File: config.mk
export PLATFORM = sky130hd
export DESIGN_NAME = wram_handshake
export DESIGN_NICKNAME = d
export VERILOG_FILES = /design/src/rtl/wram_hs_pkg.sv /design/src/rtl/wram_hs_shadow.sv /design/src/rtl/wram_hs_main_stage.sv /design/src/rtl/wram_hs_sub_stage.sv /design/src/rtl/wram_handshake.sv
export SDC_FILE = /design/constraint.sdc
export NUM_CORES = 1
export LEC_CHECK = 0
export BUFFER_PORTS_ARGS = -buffer_cell sky130_fd_sc_hd__buf_2
export CAP_MARGIN = 20
export CORE_MARGIN = 10
export CORE_UTILIZATION = 43
export CTS_CLUSTER_SIZE = 14
export DETAILED_ROUTE_END_ITERATION = 8
export PLACE_DENSITY = 0.8
export SYNTH_ARGS = -nofsm -noshare
export SYNTH_HDL_FRONTEND = slang
export SYNTH_SLANG_ARGS = --single-unit
File: constraint.sdc
create_clock -name clk -period 2.7 [get_ports clk]
set_input_delay 0.54 -clock clk [delete_from_list [all_inputs] [get_ports clk]]
set_output_delay 0.54 -clock clk [all_outputs]
set_load 0.01 [all_outputs]
File: src/rtl/wram_hs_pkg.sv
package wram_hs_pkg;
    localparam int REG_W     = 8;
    localparam int BANK_W    = 2;
    localparam int BIT_RET   = 0;
    localparam int BIT_REQ   = 1;
    localparam int BIT_MODE  = 2;
    localparam int BANK_LSB  = REG_W - BANK_W;
    localparam logic [REG_W-1:0] MAIN_MASK  = 8'hC2;
    localparam logic [REG_W-1:0] SUB_MASK   = 8'h1D;
    localparam logic [REG_W-1:0] REMAP_MASK = 8'h1D;
    localparam logic [REG_W-1:0] SWAP_MASK  = 8'h05;
    localparam logic [REG_W-1:0] RESET_VAL  = 8'h01;
    localparam logic [REG_W-1:0] FLAG_MASK  = 8'h03;

    typedef enum logic {
        WM_2M = 1'b0,
        WM_1M = 1'b1
    } wmode_e;
endpackage

File: src/rtl/wram_hs_shadow.sv
module wram_hs_shadow (
    input  logic clk,
    input  logic rst_n,
    input  logic main_set,
    input  logic sub_set,
    output logic mid_ret,
    output logic mid_req,
    output logic nxt_ret,
    output logic nxt_req,
    output logic q_ret,
    output logic q_req
);
    // main first, then sub on top of the result
    always_comb begin
        mid_ret = main_set ? 1'b0 : q_ret;
        mid_req = main_set ? 1'b1 : q_req;
        nxt_ret = sub_set  ? 1'b1 : mid_ret;
        nxt_req = sub_set  ? 1'b0 : mid_req;
    end

    always_ff @(posedge clk) begin
        if (!rst_n) begin
            q_ret <= 1'b1;
            q_req <= 1'b0;
        end else begin
            q_ret <= nxt_ret;
            q_req <= nxt_req;
        end
    end

    p_hidden_excl_r3: assert property (@(posedge clk) disable iff (!rst_n)
        !(q_ret && q_req));
endmodule

File: src/rtl/wram_hs_main_stage.sv
module wram_hs_main_stage
    import wram_hs_pkg::*;
(
    input  logic [REG_W-1:0] cur,
    input  logic             we,
    input  logic [REG_W-1:0] wdata,
    input  logic             sh_ret,
    input  logic             sh_req,
    output logic [REG_W-1:0] nxt
);
    logic [REG_W-1:0] flipped;
    logic [REG_W-1:0] hidden;

    always_comb begin
        flipped = wdata ^ (REG_W'(1) << BIT_REQ);
        hidden  = '0;
        hidden[BIT_RET] = sh_ret;
        hidden[BIT_REQ] = sh_req;
        nxt = cur;
        if (we) begin
            unique case (wmode_e'(cur[BIT_MODE]))
                WM_1M: nxt = (flipped & MAIN_MASK) | (cur & (SUB_MASK | FLAG_MASK));
                WM_2M: nxt = (wdata & MAIN_MASK & ~FLAG_MASK)
                           | (cur & SUB_MASK & ~FLAG_MASK) | hidden;
                default: nxt = cur;
            endcase
        end
    end
endmodule

File: src/rtl/wram_hs_sub_stage.sv
module wram_hs_sub_stage
    import wram_hs_pkg::*;
(
    input  logic [REG_W-1:0] cur,
    input  logic             we,
    input  logic [REG_W-1:0] wdata,
    input  logic             sh_ret,
    input  logic             sh_req,
    output logic [REG_W-1:0] nxt,
    output logic             remap,
    output logic             to1m,
    output logic             to2m
);
    logic [REG_W-1:0] merged;
    logic [REG_W-1:0] hidden;
    logic [REG_W-1:0] diff;

    always_comb begin
        merged = (wdata & SUB_MASK) | (cur & MAIN_MASK);
        diff   = merged ^ cur;
        hidden = '0;
        hidden[BIT_RET] = sh_ret;
        hidden[BIT_REQ] = sh_req;
        nxt   = cur;
        remap = 1'b0;
        to1m  = 1'b0;
        to2m  = 1'b0;
        if (we) begin
            unique case (wmode_e'(merged[BIT_MODE]))
                WM_1M: begin
                    to1m  = (wmode_e'(cur[BIT_MODE]) == WM_2M);
                    remap = |(diff & REMAP_MASK);
                    nxt   = merged;
                    if (|(diff & SWAP_MASK))
                        nxt[BIT_REQ] = 1'b0;
                end
                WM_2M: begin
                    to2m  = (wmode_e'(cur[BIT_MODE]) == WM_1M);
                    remap = to2m;
                    nxt   = (merged & ~FLAG_MASK) | hidden;
                end
                default: nxt = cur;
            endcase
        end
    end
endmodule

File: src/rtl/wram_handshake.sv
module wram_handshake
    import wram_hs_pkg::*;
(
    input  logic                    clk,
    input  logic                    rst_n,
    input  logic                    m_we,
    input  logic [REG_W-1:0]        m_wdata,
    input  logic                    s_we,
    input  logic [REG_W-1:0]        s_wdata,
    output logic [REG_W-1:0]        rd_data,
    output logic                    mode_1m,
    output logic [BANK_W-1:0]       prg_bank,
    output logic                    wram_main,
    output logic                    half_sel,
    output logic                    remap_pulse,
    output logic                    to1m_pulse,
    output logic                    to2m_pulse
);
    logic [REG_W-1:0] reg_q, after_main, after_sub;
    logic mid_ret, mid_req, fin_ret, fin_req, sh_ret, sh_req;
    logic remap_c, to1m_c, to2m_c;
    wmode_e state;

    wram_hs_shadow u_shadow (
        .clk(clk), .rst_n(rst_n),
        .main_set(m_we && m_wdata[BIT_REQ]),
        .sub_set(s_we && s_wdata[BIT_RET]),
        .mid_ret(mid_ret), .mid_req(mid_req),
        .nxt_ret(fin_ret), .nxt_req(fin_req),
        .q_ret(sh_ret), .q_req(sh_req)
    );

    wram_hs_main_stage u_main (
        .cur(reg_q), .we(m_we), .wdata(m_wdata),
        .sh_ret(mid_ret), .sh_req(mid_req), .nxt(after_main)
    );

    wram_hs_sub_stage u_sub (
        .cur(after_main), .we(s_we), .wdata(s_wdata),
        .sh_ret(fin_ret), .sh_req(fin_req), .nxt(after_sub),
        .remap(remap_c), .to1m(to1m_c), .to2m(to2m_c)
    );

    // state register (layout bit lives inside it)
    always_ff @(posedge clk) begin
        if (!rst_n) reg_q <= RESET_VAL;
        else        reg_q <= after_sub;
    end

    // event pulses
    always_ff @(posedge clk) begin
        if (!rst_n) begin
            remap_pulse <= 1'b0;
            to1m_pulse  <= 1'b0;
            to2m_pulse  <= 1'b0;
        end else begin
            remap_pulse <= remap_c;
            to1m_pulse  <= to1m_c;
            to2m_pulse  <= to2m_c;
        end
    end

    always_comb begin
        state     = wmode_e'(reg_q[BIT_MODE]);
        rd_data   = reg_q;
        mode_1m   = (state == WM_1M);
        prg_bank  = reg_q[REG_W-1:BANK_LSB];
        wram_main = (state == WM_2M) && reg_q[BIT_REQ];
        half_sel  = (state == WM_1M) && reg_q[BIT_RET];
    end

    p_hidden_mirror_r3: assert property (@(posedge clk) disable iff (!rst_n)
        (state == WM_2M) |-> (reg_q[BIT_REQ] == sh_req && reg_q[BIT_RET] == sh_ret));
    p_main_keeps_sub_r2: assert property (@(posedge clk) disable iff (!rst_n)
        (m_we && !s_we) |=> (reg_q[4:2] == $past(reg_q[4:2])));
    p_sub_keeps_bank_r2: assert property (@(posedge clk) disable iff (!rst_n)
        (s_we && !m_we) |=> (reg_q[7:6] == $past(reg_q[7:6])));
    p_bit5_zero_r2: assert property (@(posedge clk) disable iff (!rst_n)
        !reg_q[5]);
    p_quiet_r6: assert property (@(posedge clk) disable iff (!rst_n)
        !s_we |=> !(remap_pulse || to1m_pulse || to2m_pulse));
    p_back_remap_r8: assert property (@(posedge clk) disable iff (!rst_n)
        to2m_pulse |-> (remap_pulse && !mode_1m));
    p_into_remap_r7: assert property (@(posedge clk) disable iff (!rst_n)
        to1m_pulse |-> (remap_pulse && mode_1m));
    p_req_hold_r4: assert property (@(posedge clk) disable iff (!rst_n)
        (mode_1m && m_we && !s_we && m_wdata[BIT_REQ]) |=> $stable(reg_q[BIT_REQ]));
endmodule

==> out/metrics.yaml, run 1 <==
critical_path_arrival_ns: 1.18
leading_post_synthesis_cells_by_instance_count: "12 x dfxtp_1, 5 x mux2i_1, 5 x nand2_1, 5 x nor2b_1, 4 x buf_4"
post-synth-top-count-cell: "dfxtp_1"
design_power_total_mw: 0.409
max-clock-path-buffers: 2
critical-path-max-stage-delay_ns: 0.52
gpl.final_weighted_congestion: 0.723
clkSlewWorstSetupHoldPaths_ns: 0.08
cts-htree-levels: 1
critical_path.reg2reg.endpoint: "rd_data[1]"
hpwlAfterDp_mm: 1.05
fillerInstances: 131
synth.avg_cell_area_um2: 9.76
boundaryPins: 36
worst_skew_pair.late_latency_ns: 0.28
peak_supply_drop_mv: 0.310
met2_wirelength_um: 650
grt_start_max_net_pins: 13
met3WireLength_um: 133
cts_resized: 0
worst_path_dominant_cell_family: "flip-flops"
postSynth.asyncResetShare_pct: 0
area_delta_synth_final_pct: 20.9
design.die.area_um2: 3240
post_synth_num_cell_types: 28
grt_overflow_total: 0
hold_path.startpoint: "s_wdata[2]"
finalSetupViolations: 0
grt_pass1_vias: 524
dp_worst_setup_slack_ns: 1.27
crit_required_ns: 2.16
number_of_clock_sinks: 12
global_route_wire_length_before_repair_mm: 2.31
post_cts.repair.setup_buffers: 0
synth.largest_area_cell: "dfxtp_1"
drive_above_1_share_pct: 39.0
yosys_warnings: 0
post_drt_wl_per_cell_um: 14.1
post-synth-top-area-fraction_pct: 41.0
crit_fanout: 12
syn_inst_count: 60
reg2reg_slack_ns: 1.50
setup_repair_after_global_routing_missed_its_margin: "no"
timing.final.hold_violations: 0
setup.worst_path.class: "reg -> out"
total_detailed_routing_wirelength_mm: 1.37
postLayoutCoreUtil_pct: 55.1
synth_fp_nets: 80
timing.max_cap.violations: 0
number_of_buffers_created_by_cts: 3
grt_antenna_before_repair: 0
tot_gr_track_use_pct: 8.99
drt_pre_antenna_iters: 3
cts_tree: "done"
finClkSkew_ns: 0.00368
top_signal_layer_used: "met4"
worst_hold_path_type: "in -> reg"
timing.critical_path.from_type: "flip-flop"
worst_setup_path_end_kind: "output port"
crit_path_top_delay_cell: "dfxtp_1"
post_synth_instance_area_um2: 586
rows: 13
final.hold.worst_slack_ns: 0.475
core_region_area_um2: 1280
postLayoutSetupSlackWorst_ns: 0.979
worst-path-buf-inv: 1
fmax_mhz: 581
pwr_density_cell_nw_per_um2: 577
leakagePower_nw: 0.364
routed_metal_1_wirelength_um: 534
run_status: "finished clean"
synth_ff_type: "dfxtp_1"
drt.antenna.violating_nets: 0
regToRegStartpoint: "rd_data[2]"
initial_core_util_pct: 45.6
fin_nets: 103
port_buffers: 25
vias: 485
min_path_cells: 2
antenna_cells: 0
final_min_period_over_clock_period_pct: 63.7
synth.top_cells.by_area: "dfxtp_1 41%, mux2i_1 8.5%, nor2b_1 5.3%, buf_4 5.1%, xor2_1 4.5%"
drc_errors: 0
worst_setup_path_startpoint: "rd_data[2]"
floorplan.die.width_um: 56.9
postCtsHoldBufs: 0
viasPerCell: 5.00
worstHoldEndpoint: "to2m_pulse"
drt_iter0_drc: 7
timing.setup.tns_ns: 0
synth_seq_cells: 12
period_needed_ns: 1.72
maxSlewViolCount: 0
ys_seq_area_share_pct: 41.0
synth_edf_count: 0
ctsRootBufferMaster: "clkbuf_4"
crit_path_cell_trace: "and2b_2 -> buf_2"
die_y_um: 56.9
r2r.worst_path.cells: 3
-- sequential cells by signal (all words and copies together), names as in the netlist --
register	flops
to2m_pulse	1
u_shadow.q_req	1
u_shadow.q_ret	1
remap_pulse	1
rd_data	7
to1m_pulse	1
-- cell families (layout without fill, tap and decap cells) --
logic type / after synthesis / after routing / synth area share [%]
flip-flops: 12 / 12 / 41.0
other: 1 / 1 / 0.640
XOR/XNOR: 3 / 3 / 4.49
multiplexers: 5 / 5 / 8.55
buffers and inverters: 9 / 31 / 11.1
AO/OA/AOI/OAI: 9 / 9 / 11.3
AND/OR/NAND/NOR: 21 / 21 / 22.9
-- cells in the final DEF (no fill, tap or decap), types with 2 or more instances in the layout --
cell type  netlist  final
nor2b_1          5      5
a21oi_1          2      2
xor2_1           3      3
nand2_1          5      5
buf_2            1     25
dfxtp_1         12     12
inv_1            2      2
mux2i_1          5      5
clkbuf_4         0      3
nor3_1           2      2
-- routing by layer --
metal / track usage (%) / vias to the layer above
met5: 0 / -
met4: 8.05 / 0
met3: 3.60 / 5
met2: 14.1 / 21
met1: 8.91 / 215
li1: - / 244
-- power by group --
part	switching, mW	internal (mW)	total (mW)	leakage [nW]
Combinational	0.0340	0.0321	0.0662	0.244
Clock	0.0653	0.0821	0.147	0.0210
Sequential	0.00813	0.187	0.195	0.0988
Total	0.108	0.301	0.409	0.364
-- worst max-delay path by stage --
stage	endpoint	slack, ns	depth (start not counted)
6_report	wram_main	0.98	2
5_1_grt	wram_main	0.89	2
4_1_cts	wram_main	0.97	2
3_5_place_dp	wram_main	1.27	2
3_3_place_gp	wram_main	1.29	2
2_1_floorplan	rd_data[1]	1.40	4
-- worst register-to-register path: stages, from the launching register on --
cell and delay (ns):
dfxtp_1 0.52, a21boi_0 0.14, o221a_1 0.24, a32o_1 0.20
-- cell type report --
class                           instances  area (µm²)  area share, %
Sequential cell                        12         240           33.9
Tap cell                               15        18.8           2.65
Multi-Input combinational cell         39         280           39.6
Inverter                                2        7.51           1.06
Clock buffer                            4        36.3           5.12
Timing Repair Buffer                   25         125           17.7
-- metrics by stage --
step	std cells	instance area (µm²)
after floorplan	60	586
after CTS	97	708
after global routing	97	708
after detailed placement	93	672
after global placement	93	672
final	97	708
Note: power is estimated with default switching activity, not from simulation.
==> run 2, diff against run 1 <==
ABC_AREA = 1   (was not set)
CORE_UTILIZATION = 39   (was 43)
PLACE_DENSITY = 0.75   (was 0.8)
clock period = 1.75 ns   (was 2.7 ns; I/O delays follow)
==> run 2 against run 1 <==
  * Flip-flop and latch count is the same
  * Via count is 18% higher
  * Global-route usage is 0.85 points lower
  * Sequential share of layout area increased by 0.36 points
  * Non-clock buffer count did not move
  * Cell count increased by 22%
  * Area after synthesis decreased by 6.0%
  * Clock power grew 50%
  * Register-to-register slack lost 0.96 ns
  * Highest routed layer unchanged
==> out/metrics.yaml, run 2 <==
drt.antenna.violating_nets: 0  # unchanged
setup_repair_after_global_routing_missed_its_margin: "no"
yosys_warnings: 0  # unchanged
grt_overflow_total: 0  # unchanged
tot_gr_track_use_pct: 8.14  # -0.85 points
grt_pass1_vias: 540  # +3.1%
timing.critical_path.from_type: "flip-flop"
synth.avg_cell_area_um2: 7.06  # -28%
setup.worst_path.class: "reg -> out"
layout.cell_area.non_filler_um2: 701  # -1.1%
post-synth-top-count-cell: "nand2_1"
design.die.area_um2: 3310  # +2.4%
ctsRootBufferMaster: "clkbuf_4"
crit_path_cell_trace: "nand2_1 -> inv_1 -> buf_2"
crit_required_ns: 1.40  # -0.76 ns
drive_above_1_share_pct: 34.0  # -5.0 points
synth_seq_cells: 12  # unchanged
multiInputGateArea_um2: 235  # -16%
number_of_buffers_created_by_cts: 3  # unchanged
postLayoutSetupSlackWorst_ns: 0.387  # -0.591 ns
crit_fanout: 8  # -4
worst_hold_path_type: "in -> reg"
vias: 570  # +18%
synth-compound-area-share_pct: 14.5  # +3.2 points
clkSlewWorstSetupHoldPaths_ns: 0.08  # about the same
synth.top_cells.by_area: "dfxtp_1 44%, nand2_1 12%, nor2_1 6.8%, buf_4 5.5%, inv_1 5.5%"
fillerInstances: 138  # +5.3%
regToRegStartpoint: "rd_data[2]"
boundaryPins: 36  # unchanged
dpl_cell_area_um2: 664  # -1.1%
worst_skew_pair.late_latency_ns: 0.28  # about the same
period_needed_ns: 1.36
r2r.worst_path.cells: 7  # +4
core_region_area_um2: 1320  # +2.5%
timing.max_cap.violations: 0  # unchanged
critical_path.reg2reg.endpoint: "remap_pulse"
layout_commonest_cell: "buf_2"
postSynth.asyncResetShare_pct: 0  # unchanged
place_inst: 114  # +23%
drt_pre_antenna_iters: 4  # +1
finalSetupViolations: 0  # unchanged
run_status: "finished clean"
reg2reg_slack_ns: 0.54  # -0.96 ns
timing.final.hold_violations: 0  # unchanged
dp_worst_setup_slack_ns: 0.535  # -0.734 ns
fin_nets: 124  # +20%
initial_core_util_pct: 41.8  # -3.8 points
finClkSkew_ns: 0.00945  # +0.00576 ns
postCtsHoldBufs: 0  # unchanged
synth_xor_area_share_pct: 1.59  # -2.9 points
ff_latch_area_um2: 240  # unchanged
critical_path_arrival_ns: 1.01  # -0.17 ns
finish.cell_count_without_fillers: 118  # +22%
drt_iter0_drc: 21  # +14
hold_path.startpoint: "m_wdata[7]"
leading_post_synthesis_cells_by_instance_count: "18 x nand2_1, 12 x dfxtp_1, 10 x nor2_1"
drc_errors: 0  # unchanged
mostFrequentLayoutCells: "25 x buf_2, 18 x nand2_1, 12 x dfxtp_1"
cts_resized: 0  # unchanged
synth.largest_area_cell: "dfxtp_1"
area_delta_synth_final_pct: 27.3
pwr_density_cell_nw_per_um2: 905  # +57%
grt_start_max_net_pins: 9  # -4
total_detailed_routing_wirelength_mm: 1.32  # -3.9%
synth_edf_count: 0  # unchanged
gpl.final_weighted_congestion: 0.727  # +0.65%
port_buffers: 25  # unchanged
synth_top_family_by_area: "simple AND/OR/NAND/NOR gates"
ys_seq_area_share_pct: 43.6  # +2.6 points
number_of_clock_sinks: 12  # unchanged
floorplan.die.width_um: 57.6  # +1.2%
largest_reg_flops: 7  # unchanged
die_y_um: 57.6  # +1.2%
post_synth_num_cell_types: 20  # -29%
timing.setup.tns_ns: 0  # unchanged
grt_antenna_before_repair: 0  # unchanged
fmax_mhz: 734
post-synth-top-area-fraction_pct: 43.6  # +2.6 points
crit_path_top_delay_cell: "dfxtp_1"
synth_ff_type: "dfxtp_1"
post_cts.repair.setup_buffers: 0  # unchanged
peak_supply_drop_mv: 0.531  # +72%
critical-path-max-stage-delay_ns: 0.48  # -0.04 ns
worst_setup_path_end_kind: "output port"
cts-htree-levels: 1  # unchanged
global_route_wire_length_before_repair_mm: 2.13  # -7.7%
share_of_synthesized_cell_area_in_full_adder_half_adder_and_majority_cells_pct: 0  # unchanged
leakagePower_nw: 0.396  # +8.7%
cts_tree: "done"
post_synth_and_or_nand_nor_area_fraction_pct: 25.9  # +3.0 points
synth_fp_nets: 98  # +23%
worstHoldEndpoint: "rd_data[7]"
post_drt_wl_per_cell_um: 11.2  # -21%
rows: 13  # unchanged
antenna_cells: 0  # unchanged
min_path_cells: 3  # +1
synthMuxAreaShare_pct: 0  # -8.5 points
viasPerCell: 4.83  # -3.4%
max-clock-path-buffers: 2  # unchanged
maxSlewViolCount: 0  # unchanged
final_min_period_over_clock_period_pct: 77.9
final.hold.worst_slack_ns: 0.282  # -0.193 ns
syn_inst_count: 78  # +30%
hpwlAfterDp_mm: 1.08  # +2.7%
post_synth_instance_area_um2: 551  # -6.0%
## run 2: changes by cell type in the layout (fill, tap and decap cells not counted), moves of 3 or more
cell	delta
xor2_1	-3
inv_2	+3
o21ai_0	+4
inv_1	+6
mux2i_1	-5
nor2_1	+9
nand2_1	+13
nor2b_1	-5
## run 2: worst max-delay path by stage
stage / end / start / slack, ns / depth (start not counted)
finish: half_sel / rd_data[2] / 0.39 / 3
global route: half_sel / rd_data[2] / 0.30 / 3
CTS: half_sel / rd_data[2] / 0.37 / 3
detailed placement: remap_pulse / rd_data[2] / 0.54 / 7
global placement: remap_pulse / rd_data[2] / 0.55 / 7
floorplan: remap_pulse / rd_data[2] / 0.64 / 7
## run 2: per-stage QoR
stage	utilization [%]	power, mW
detailed placement	50.4	0.421
floorplan	-	0.378
global route	53.2	0.675
finish	53.2	0.634
global placement	50.4	0.419
CTS	53.2	0.645
## run 2: layout make-up
class                           count  share of cell area, %
Sequential cell                    12                   34.3
Multi-Input combinational cell     50                   33.6
Timing Repair Buffer               25                   17.9
Inverter                           12                   6.43
Clock buffer                        4                   5.18
Tap cell                           15                   2.68
## run 2: critical path: cells and delay by family (launching register included)
kind,cells,cell delay (ns)
flip-flops,1,0.48
AND/OR/NAND/NOR,1,0.08
buffers and inverters,2,0.17
## run 2: cell families (layout without fill, tap and decap cells)
family / Yosys count / count (layout)
flops: 12 / 12
simple gates: 34 / 34
xor+xnor: 1 / 1
buf+inv: 16 / 41
compound gates: 14 / 14
other cells: 1 / 1
## run 2: report_power, final
group | internal (mW) | switching, mW | leakage (nW)
Clock | 0.127 | 0.0939 | 0.0210
Combinational | 0.0462 | 0.0659 | 0.276
Sequential | 0.290 | 0.0108 | 0.0992
## run 2: routing by layer
layer | part of all wire [%] | track usage [%] | wire length [µm] | vias up
met3 | 14 | 5.75 | 187 | 5
met4 | 2.7 | 6.04 | 36 | 0
li1 | - | - | - | 290
met2 | 43 | 12.6 | 569 | 24
met5 | 0 | 0 | 0 | -
met1 | 40 | 7.30 | 524 | 251
==> run 3, diff against run 2 <==
ABC_AREA = 0   (was 1)
CORE_UTILIZATION = 36   (was 39)
PLACE_DENSITY = 0.72   (was 0.75)
clock period = 1.25 ns   (was 1.75 ns; I/O delays follow)
==> run 3 against run 2 <==
  * Sequential power grew 39%
  * Cell count shrank 16%
  * Setup slack lost 0.33 ns
  * Count of clock-buffer cells in the layout shrank 1
  * Routed wire length shrank 0.15%
==> out/metrics.yaml, run 3 (same netlist as run 1, synthesis figures left out) <==
run_status: "finished clean"
critical-path-max-stage-delay_ns: 0.35  # -0.13 ns
setup_repair_after_global_routing_missed_its_margin: "no"
design.die.area_um2: 3640  # +9.8%
worst_hold_path_type: "in -> reg"
drt_iter0_drc: 6  # -71%
peak_supply_drop_mv: 0.592  # +11%
floorplan.die.width_um: 60.3  # +4.8%
worst-path-buf-inv: 1  # -1
crit_path_top_delay_cell: "dfxtp_4"
drive_above_1_share_pct: 41.0  # +7.0 points
fillerInstances: 166  # +20%
pwr_density_cell_nw_per_um2: 1110  # +23%
hpwlAfterDp_mm: 1.06  # -1.8%
drc_errors: 0  # unchanged
number_of_buffers_created_by_cts: 3  # unchanged
grt_start_max_net_pins: 10  # +1
post_drt_wl_per_cell_um: 13.3  # +19%
clkSlewWorstSetupHoldPaths_ns: 0.07  # about the same
timing.setup.tns_ns: 0  # unchanged
crit_fanout: 4  # -4
gpl.final_weighted_congestion: 0.739  # +1.6%
worst_setup_path_end_kind: "output port"
period_needed_ns: 1.20
drt_pre_antenna_iters: 4  # unchanged
max-clock-path-buffers: 2  # unchanged
fin_nets: 105  # -15%
antenna_cells: 0  # unchanged
layout_commonest_cell: "buf_2"
timing.max_cap.violations: 0  # unchanged
viasPerCell: 4.83  # about the same
finClkSkew_ns: 0.00101  # -0.00843 ns
crit_required_ns: 1.00  # -0.40 ns
largest_reg_flops: 7  # unchanged
tot_gr_track_use_pct: 7.43  # -0.71 points
boundaryPins: 36  # unchanged
final_min_period_over_clock_period_pct: 95.7
drt.antenna.violating_nets: 0  # unchanged
layout.cell_area.non_filler_um2: 714  # +2.0%
worst_skew_pair.late_latency_ns: 0.26  # -0.02 ns
area_delta_synth_final_pct: 22.0
grt_pass1_vias: 477  # -12%
grt_overflow_total: 0  # unchanged
dpl_cell_area_um2: 681  # +2.4%
timing.critical_path.from_type: "flip-flop"
vias: 478  # -16%
multiInputGateArea_um2: 280  # +19%
rows: 14  # +1
maxSlewViolCount: 0  # unchanged
ctsRootBufferMaster: "clkbuf_4"
mostFrequentLayoutCells: "25 x buf_2, 11 x dfxtp_1, 5 x nand2_1, 5 x mux2i_1, 5 x nor2b_1"
ff_latch_area_um2: 244  # +1.6%
number_of_clock_sinks: 12  # unchanged
worst_path_dominant_cell_family: "flip-flops"
critical_path_arrival_ns: 0.95  # -0.06 ns
global_route_wire_length_before_repair_mm: 2.06  # -3.2%
timing.final.hold_violations: 0  # unchanged
crit_path_cell_trace: "and2b_2 -> buf_2"
setup.worst_path.class: "reg -> out"
cts-htree-levels: 1  # unchanged
initial_core_util_pct: 38.4  # -3.4 points
grt_antenna_before_repair: 0  # unchanged
port_buffers: 25  # unchanged
finalSetupViolations: 0  # unchanged
die_y_um: 60.3  # +4.8%
fmax_mhz: 836
core_region_area_um2: 1520  # +16%
leakagePower_nw: 0.368  # -7.0%
cts_tree: "done"
total_detailed_routing_wirelength_mm: 1.31  # -0.15%
[run 3: area by class of cell]
cell class / instances / share of cell area (%)
flip-flops and latches: 12 / 34.2
inverters: 2 / 1.05
repair buffers: 27 / 19.6
clock buffers: 3 / 3.15
well taps: 16 / 2.80
multi-input cells: 39 / 39.2
[run 3: through the flow]
stage	instances	worst slack (ns)	power, mW	util (%)	hold WS [ns]
2_1_floorplan	60	0.103	0.529	-	0.326
3_3_place_gp	95	0.128	0.573	44.7	0.442
3_5_place_dp	95	0.132	0.577	44.7	0.453
4_1_cts	98	0.000950	0.807	46.2	0.212
5_1_grt	99	0.00891	0.840	46.9	0.221
6_report	99	0.0532	0.792	46.9	0.222
[run 3: what timing repair did]
action,4_1_cts,5_1_grt
hold buffers,0,0
gates resized for setup,1,1
endpoints found under the setup margin,3,1
buffers inserted,0,1
[run 3: power by group]
part           switching (mW)  leakage [nW]  total (mW)  internal (mW)
Combinational          0.0762         0.255       0.150         0.0740
Clock                   0.114        0.0138       0.225          0.111
Sequential             0.0141        0.0995       0.417          0.403
Total                   0.204         0.368       0.792          0.588
[run 3: per-layer routing]
| layer | up-vias | global-route usage, % | wire (µm) |
|---|---|---|---|
| met1 | 213 | 7.86 | 555 |
| met2 | 19 | 11.2 | 582 |
| met3 | 0 | 4.80 | 175 |
| li1 | 246 | - | - |
| met5 | - | 0 | 0 |
| met4 | 0 | 3.85 | 0 |
[run 3: worst paths after layout]
kind                       start             end  slack (ns)  cells after the start
setup / recovery      rd_data[2]       wram_main        0.05                      2
hold / removal        s_wdata[2]      to2m_pulse        0.22                      2
setup reg to reg      rd_data[2]      rd_data[1]        0.08                      4
hold reg to reg   u_shadow.q_ret  u_shadow.q_ret        0.46                      2
[run 3: worst reg2reg max path, cell delays in order (launching register included)]
cell and delay (ns):
dfxtp_4 0.35, buf_4 0.14, nand2b_4 0.13, o221a_1 0.25, a32o_1 0.20
